**src/rtl/sram_async_ctrl.sv**
```systemverilog
module sram_async_ctrl #(
  parameter int CLK_PERIOD_NS = 4,
  parameter bit FAST_GRADE    = 1'b0,
  parameter int AW            = 15,
  parameter int DW            = 8
) (
  input  logic          clk,
  input  logic          rst,
  input  logic          req_valid,
  output logic          req_ready,
  input  logic          req_write,
  input  logic [AW-1:0] req_addr,
  input  logic [DW-1:0] req_wdata,
  output logic [DW-1:0] rsp_rdata,
  output logic          rsp_done,
  output logic          mem_ce_n,
  output logic          mem_we_n,
  output logic          mem_oe_n,
  output logic [AW-1:0] mem_addr,
  output logic [DW-1:0] mem_dq_o,
  output logic          mem_dq_oe,
  input  logic [DW-1:0] mem_dq_i
);

  function automatic int cyc(input int ns);
    int c;
    c = (ns + CLK_PERIOD_NS - 1) / CLK_PERIOD_NS;
    return (c < 1) ? 1 : c;
  endfunction

  function automatic int imax(input int a, input int b);
    return (a > b) ? a : b;
  endfunction

  localparam int T_ACC = FAST_GRADE ? 55 : 70;
  localparam int T_OE  = FAST_GRADE ? 25 : 35;
  localparam int T_WC  = FAST_GRADE ? 55 : 70;
  localparam int T_WP  = FAST_GRADE ? 45 : 50;
  localparam int T_AW  = FAST_GRADE ? 45 : 60;
  localparam int T_DW  = FAST_GRADE ? 25 : 30;
  localparam int T_HZ  = FAST_GRADE ? 20 : 25;

  localparam int N_RD  = imax(cyc(T_ACC), cyc(T_OE));
  localparam int N_WE  = imax(imax(cyc(T_WP), cyc(T_AW)), cyc(T_DW));
  localparam int N_WH  = imax(1, cyc(T_WC) - N_WE - 1);
  localparam int N_TA  = cyc(T_HZ);
  localparam int N_MAX = imax(imax(N_RD, N_WE), imax(N_WH, N_TA));
  localparam int CW    = $clog2(N_MAX + 1);

  typedef enum logic [2:0] {
    S_IDLE, S_TURN, S_WSET, S_WLOW, S_WEND, S_READ
  } st_t;

  st_t           st, nst;
  logic [CW-1:0] cnt, ld;
  logic          last, after_rd;

  assign last      = (cnt == '0);
  assign req_ready = (st == S_IDLE);

  always_comb begin
    nst = st;
    case (st)
      S_IDLE: if (req_valid) nst = req_write ? (after_rd ? S_TURN : S_WSET) : S_READ;
      S_TURN: if (last) nst = S_WSET;
      S_WSET: nst = S_WLOW;
      S_WLOW: if (last) nst = S_WEND;
      S_WEND: if (last) nst = S_IDLE;
      S_READ: if (last) nst = S_IDLE;
      default: nst = S_IDLE;
    endcase
  end

  always_comb begin
    case (nst)
      S_TURN:  ld = CW'(N_TA - 1);
      S_WLOW:  ld = CW'(N_WE - 1);
      S_WEND:  ld = CW'(N_WH - 1);
      S_READ:  ld = CW'(N_RD - 1);
      default: ld = '0;
    endcase
  end

  always_ff @(posedge clk) begin
    if (rst) begin
      st        <= S_IDLE;
      cnt       <= '0;
      after_rd  <= 1'b0;
      mem_ce_n  <= 1'b1;
      mem_we_n  <= 1'b1;
      mem_oe_n  <= 1'b1;
      mem_dq_oe <= 1'b0;
      mem_addr  <= '0;
      mem_dq_o  <= '0;
      rsp_rdata <= '0;
      rsp_done  <= 1'b0;
    end else begin
      st  <= nst;
      cnt <= (nst != st) ? ld : (last ? cnt : cnt - 1'b1);
      if (st == S_IDLE && req_valid) begin
        mem_addr <= req_addr;
        mem_dq_o <= req_wdata;
      end
      if (st == S_READ && last) begin
        rsp_rdata <= mem_dq_i;
        after_rd  <= 1'b1;
      end else if (nst == S_WSET) begin
        after_rd  <= 1'b0;
      end
      rsp_done  <= (st == S_READ || st == S_WEND) && last;
      mem_ce_n  <= !(nst inside {S_WSET, S_WLOW, S_WEND, S_READ});
      mem_we_n  <= (nst != S_WLOW);
      mem_oe_n  <= (nst != S_READ);
      mem_dq_oe <= (nst inside {S_WSET, S_WLOW, S_WEND});
    end
  end

  logic [CW:0] we_run, oe_gap;

  always_ff @(posedge clk) begin
    if (rst) begin
      we_run <= '0;
      oe_gap <= (CW+1)'(N_TA);
    end else begin
      we_run <= mem_we_n ? '0 : we_run + 1'b1;
      if (!mem_oe_n)               oe_gap <= '0;
      else if (oe_gap < (CW+1)'(N_TA)) oe_gap <= oe_gap + 1'b1;
    end
  end

  p_reset_idle_r1: assert property (@(posedge clk)
    rst |=> (mem_ce_n && mem_we_n && mem_oe_n && !mem_dq_oe && !rsp_done));

  p_read_strobes_r2: assert property (@(posedge clk) disable iff (rst)
    !mem_oe_n |-> (!mem_ce_n && mem_we_n));

  p_oe_high_write_r3: assert property (@(posedge clk) disable iff (rst)
    !mem_we_n |-> mem_oe_n);

  p_we_width_r4: assert property (@(posedge clk) disable iff (rst)
    $rose(mem_we_n) |-> (we_run == (CW+1)'(N_WE)));

  p_data_at_rise_r5: assert property (@(posedge clk) disable iff (rst)
    $rose(mem_we_n) |-> (mem_dq_oe && !mem_ce_n));

  p_addr_hold_r6: assert property (@(posedge clk) disable iff (rst)
    (!mem_ce_n && !mem_we_n) |=>
      (mem_ce_n || mem_we_n || ($stable(mem_addr) && $stable(mem_dq_o))));

  p_no_contention_r7: assert property (@(posedge clk) disable iff (rst)
    !mem_oe_n |-> !mem_dq_oe);

  p_turn_gap_r8: assert property (@(posedge clk) disable iff (rst)
    $rose(mem_dq_oe) |-> (oe_gap >= (CW+1)'(N_TA)));

  p_done_pulse_r10: assert property (@(posedge clk) disable iff (rst)
    rsp_done |=> !rsp_done);

  p_accept_r10: assert property (@(posedge clk) disable iff (rst)
    (req_ready && req_valid) |=> !req_ready);

endmodule

```
**config.mk**
```make
export PLATFORM = sky130hd
export DESIGN_NAME = sram_async_ctrl
export DESIGN_NICKNAME = d
export VERILOG_FILES = /design/src/rtl/sram_async_ctrl.sv
export SDC_FILE = /design/constraint.sdc
export NUM_CORES = 1
export LEC_CHECK = 0
export ABC_CLOCK_PERIOD_IN_PS = 2600
export BUFFER_PORTS_ARGS = -buffer_cell sky130_fd_sc_hd__buf_4
export CAP_MARGIN = 5
export CORE_MARGIN = 4
export CORE_UTILIZATION = 40
export DETAILED_ROUTE_END_ITERATION = 8
export HOLD_SLACK_MARGIN = 0.02
export PLACE_DENSITY = 0.68
export SETUP_SLACK_MARGIN = 0.05
export SLEW_MARGIN = 10
export SYNTH_ARGS = -nofsm -noshare
export SYNTH_HDL_FRONTEND = slang
export SYNTH_SLANG_ARGS = --single-unit
```
**constraint.sdc**
```tcl
create_clock -name clk -period 2.6 [get_ports clk]
set_clock_uncertainty 0.1 [all_clocks]
set_input_delay 0.26 -clock clk [delete_from_list [all_inputs] [get_ports clk]]
set_output_delay 0.26 -clock clk [all_outputs]
set_load 0.01 [all_outputs]
```
# Yosys cells after proc, flatten, opt, wreduce, memory -nomap -nowiden
# Index checks and enable logic that the tools add are counted.
# totals
register_bits	45
latch_bits	0
ram_bits	0
mem_bits_ro	0
out_inout_bits	37
wordCells	49
n_memories	0
# op_classes
add_sub_neg	1
n_mul	0
div	0
order_cmp	0
eq_ne	14
shifts	0
mux	12
bitwise	0
n_reduce_logical	11
# op_table
cell	n
$pmux W5 S4	1
$mux W3	5
$pmux W3 S5	1
$eq A3 B2 Y1 const B	4
$eq A3 B3 Y1 const B	4
$mux W5	2
$eq A3 B1 Y1 const B	2
$logic_not A5 Y1	1
$sub A5 B1 Y5 const B	1
$reduce_bool A4 Y1	1
$logic_and A1 B1 Y1	3
$logic_not A3 Y1	1
$ne A3 B2 Y1 const B	1
$ne A3 B3 Y1	1
$ne A3 B3 Y1 const B	1
$reduce_bool A3 Y1	1
$mux W1	2
$mux W2	1
$ne A2 B1 Y1 const B	1
$reduce_bool A2 Y1	1
$reduce_or A2 Y1	1
$logic_not A1 Y1	1
$logic_or A1 B1 Y1	1

# Longest topological paths before layout
# logic_depth
ltp_word	7
mapped_depth	10
ltp_nobuf	10

# Worst setup path before layout
# Ideal clock, no wire load.
# synth_timing
path_type	register to register
startpoint	reg cnt[0]
endpoint	reg mem_ce_n
setup_time_ps	123
t_arrival_ps	2139
t_required_ps	2377
slack_ps	238
path_stages_with_launch	9
period_less_slack_ps	2362
path_cell_list	dfxtp_1 > inv_1 > ha_1 > or4b_1 > buf_2 > a211o_1 > a21o_1 > ha_1 > or2_2
# synth_between
elab_chain_len	6
elab_cells_between_ends	11
# synth_lines
element	line	text
start: declaration	55	logic [CW-1:0] cnt, ld;
start signal: assignment	99	cnt <= (nst != st) ? ld : (last ? cnt : cnt - 1'b1);
$logic_not A5 Y1 *	58	assign last = (cnt == '0);
$mux W3, on equally long branches	n/a	
$pmux W3 S5 *	63	case (st)
$eq A3 B2 Y1 or $eq A3 B3 Y1 (tied branches)	111	mem_ce_n <= !(nst inside {S_WSET, S_WLOW, S_WEND, S_READ});
$reduce_bool A4 Y1 *	111	
$logic_not A1 Y1 *	111	
end signal: assignment	111	
end: declaration	16	output logic mem_ce_n,
# Mark *: on every way between the ends. The rest lies on a longest branch, timed or not.
# A chain may end at the register's enable or synchronous reset.

# Worst setup path in the final report
# Ends and elaborated chain as after synthesis.

==> summary.txt <==
Status
  • Status: completed

Synth
  • FF+latch count, synth: 45
  • Synthesized area per cell: 8.250 sq um
  • Complex-gate fraction of the synthesized area: 15.30%
  • Synth Area in Adders: 2.708%
  • Share of the synthesized area in the top cell type: 48.75%
  • Top cells by area, synth: dfxtp_1 (49%), nand2_1 (11%), a21oi_1 (8.1%)
  • Yosys cell types: 37
  • Post-synth EDFFs: 0
  • Yosys synthesis warning count: 0
  • Post-synth top area cell: dfxtp_1
  • Async SR Flop Fraction: 0%
  • Syn nets: around 260
  • Largest family of logic cells by synthesized area: simple AND/OR/NAND/NOR gates
  • Netlist Area Pre-Place: 1848 sq um
  • XOR/XNOR Fraction of Synth Area: under 10%
  • Seq/Total Area, Yosys: ~49%
  • Simple-gate portion of the synthesized area: 22.07%
  • Top-count cell post-synth: nand2_1
  • Mux share of post-synthesis cell area: 5.416%
  • Ys flop type: dfxtp_1
  • Mapped Cells: about 220
  • Post-synth top cells: nand2_1 (54), dfxtp_1 (45), a21oi_1 (30)

Critical path
  • Most Frequent Cell on Critical Path: ha_1
  • R2R Path End: mem_ce_n
  • Critical Path Max Stage Delay: 0.50 ns
  • Crit path required time: between 2 and 3 ns
  • Largest fanout on the critical path: 5
  • Startpoint Class: register
  • Slowest-stage cell, CP: or4b_1
  • Worst path bufs/invs: 1
  • Reg2reg start: cnt[0]
  • Crit path capture type: register
  • Critical path data arrival time: ~2.5 ns
  • FF-to-FF setup slack: between 0.2 and 0.25 ns
  • Cell count of the worst reg-to-reg path: 7
  • Setup Crit Path Kind: reg -> reg
  • Delay-heaviest family, CP: simple AND/OR/NAND/NOR gates
  • Critical Path, Cell by Cell: inv_1 > ha_1 > or4b_1 > a211o_1 > a21o_1 > ha_1 > or2_2

Job
  • Max_cap viols: 0

STA
  • Crit path time final: 2.376 ns
  • Final setup violation count: 0
  • Max-slew violations: 0
  • Fin. Hold Viols: 0
  • Fmax: around 0.42 GHz
  • Worst-margin pin slew: ~0.72 ns
  • TNS Setup: 0 ns
  • Worst relative slew slack: 52.06%
  • RSZ-0062 raised after global routing: false
  • Final Cycle Share: 91.39%

Min path
  • Worst Hold End: rsp_rdata[3]
  • Min-delay src: mem_dq_i[3]
  • Hold Path Depth: 3
  • Type of the most critical hold path: in -> reg

Global routing
  • Total grt overflow: 0
  • Vias in the first global route: 1578
  • First-pass GRT wire length: 7.479 mm
  • Antenna violations before repair: 0
  • Total GRT Usage: 15.62%
  • Largest net degree at the start of global routing: 45

Floorplan
  • Row count: 24
  • Boundary pin count: 72
  • Core area: 4414 sq um
  • Die span in y: roughly 76 um
  • Die X: 75.97 um
  • DIE AREA: 5771 sq um
  • Initial core utilization: between 40% and 50%

Power
  • Peak VDD IR: around 0.00042 V
  • LEAKAGE: roughly 0.0012 uW
  • Total chip power: 2409 uW
  • P per Cell Area: between 900 and 1000 nW/um^2

Clock network
  • Cts bufs inserted: 5
  • Root Driver: clkbuf_8
  • CTS H-tree depth: 2
  • CTS clk-pin slew, worst paths: 0.09 ns
  • Resize count post-CTS: 0
  • Hold_buf cts: 0
  • Clock latency on the worst-skew pair: a little under 0.3 ns
  • Clock Path Buffers: 2
  • Post-CTS setup buffers: 0
  • CTS tree: done
  • Sink Count: 45

Final layout
  • Diode count: 0
  • P&R area growth vs syn: 37.24%
  • Final nets: 334
  • Fillers: 420
  • Non-filler cells, final: between 300 and 400
  • Layout cell share with drive strength beyond 1: 31.42%

Placed design
  • GPL Wtd Cong: approximately 0.8
  • Port bufs: approximately 70
  • Final HPWL DP: around 3.2 mm
  • Dpl cells: 340

Route
  • DR pass1 iterations: 4
  • DRC: 0
  • Routed length per instance: about 13 um
  • Final ANT Viol Nets: 0
  • Vias/cell: 4.963
  • Initial DRC Count: 78
  • Vias: 1727
  • DRT Wirelength: roughly 4.6 mm
==> worst reg2reg max path, stage by stage, from the launching register on <==
cell,delay (ns)
dfxtp_1,0.34
inv_1,0.08
ha_1,0.17
or4b_1,0.50
a211o_1,0.31
a21o_1,0.21
ha_1,0.29
or2_2,0.26
==> state kept, by name, summed over array words and instances (netlist names) <==
signal and flops:
after_rd 1, rsp_rdata 8, mem_dq_oe 1, mem_oe_n 1
rsp_done 1, mem_ce_n 1, st 3, mem_addr 15
mem_we_n 1, cnt 5, mem_dq_o 8
==> cell families after synthesis <==
kind of cell / after synthesis
and+or+nand+nor: 93
AOI/OAI and AO/OA: 48
DFF: 45
buffers and inverters: 21
muxes: 10
adders and majority gates: 4
xor gates and xnor gates: 3
==> worst max path at each step <==
stage           start  endpoint  slack [ns]  cells past startpoint
6_report       cnt[0]  mem_ce_n        0.22                      7
5_1_grt        cnt[0]  mem_ce_n         0.1                      7
4_1_cts        cnt[0]  mem_ce_n        0.22                      7
3_5_place_dp   cnt[0]  mem_ce_n        0.24                      7
3_3_place_gp   cnt[0]  mem_ce_n        0.27                      7
2_1_floorplan  cnt[0]  mem_ce_n        0.24                      8
==> metal layers <==
layer	part of all wire (%)	wire (um)	track usage, %	vias up
met1	42	1913	19.07	775
li1	-	-	-	891
met2	49	2259	25.94	56
met5	0	0	0	-
met3	7.7	354	5.792	5
met4	1.0	46	3.737	0
==> cell usage in the layout (no fill, tap or decap), drive strengths merged, types with 2 or more instances in the layout <==
master  netlist  layout
clkbuf       12       5
ha            4       4
or2           4       4
clkinv        0       3
inv           7       7
nor2         21      21
a31oi         2       2
buf           2      78
a21oi        30      30
dfxtp        45      45
or4b          2       2
nor2b         3       3
mux2i        10      10
o21ai         3       3
nand3         2       2
nor3          2       2
a21o          2       2
xnor2         2       2
a32oi         2       2
nand2        54      54
==> cell type report <==
cell class,instances,area [sq um],share of cell area [%]
inverters,7,26.28,1.036
clock buffers,5,68.82,2.713
clock inverters,3,22.52,0.8880
flip-flops and latches,45,900.9,35.52
repair buffers,78,585.6,23.09
multi-input cells,158,867.1,34.19
well taps,52,65.06,2.565
==> through the flow <==
stage	util, %	area (sq um)	worst slack (ns)	hold slack, ns
2_1_floorplan	-	1848	0.2381	0.2960
6_report	57.45	2536	0.2240	0.08529
3_5_place_dp	55.39	2445	0.2382	0.3473
5_1_grt	57.45	2536	0.09657	0.06358
3_3_place_gp	55.39	2445	0.2695	0.3417
4_1_cts	57.45	2536	0.2181	0.07253
==> report_power, final <==
group / internal [uW] / leakage, uW / switching, uW
Sequential: 820 / 0.000368 / 77.5
Clock: 191 / 0.0000481 / 245
Combinational: 498 / 0.000775 / 577
Total: 1510 / 0.00119 / 900
(Power assumes the default switching activity.)
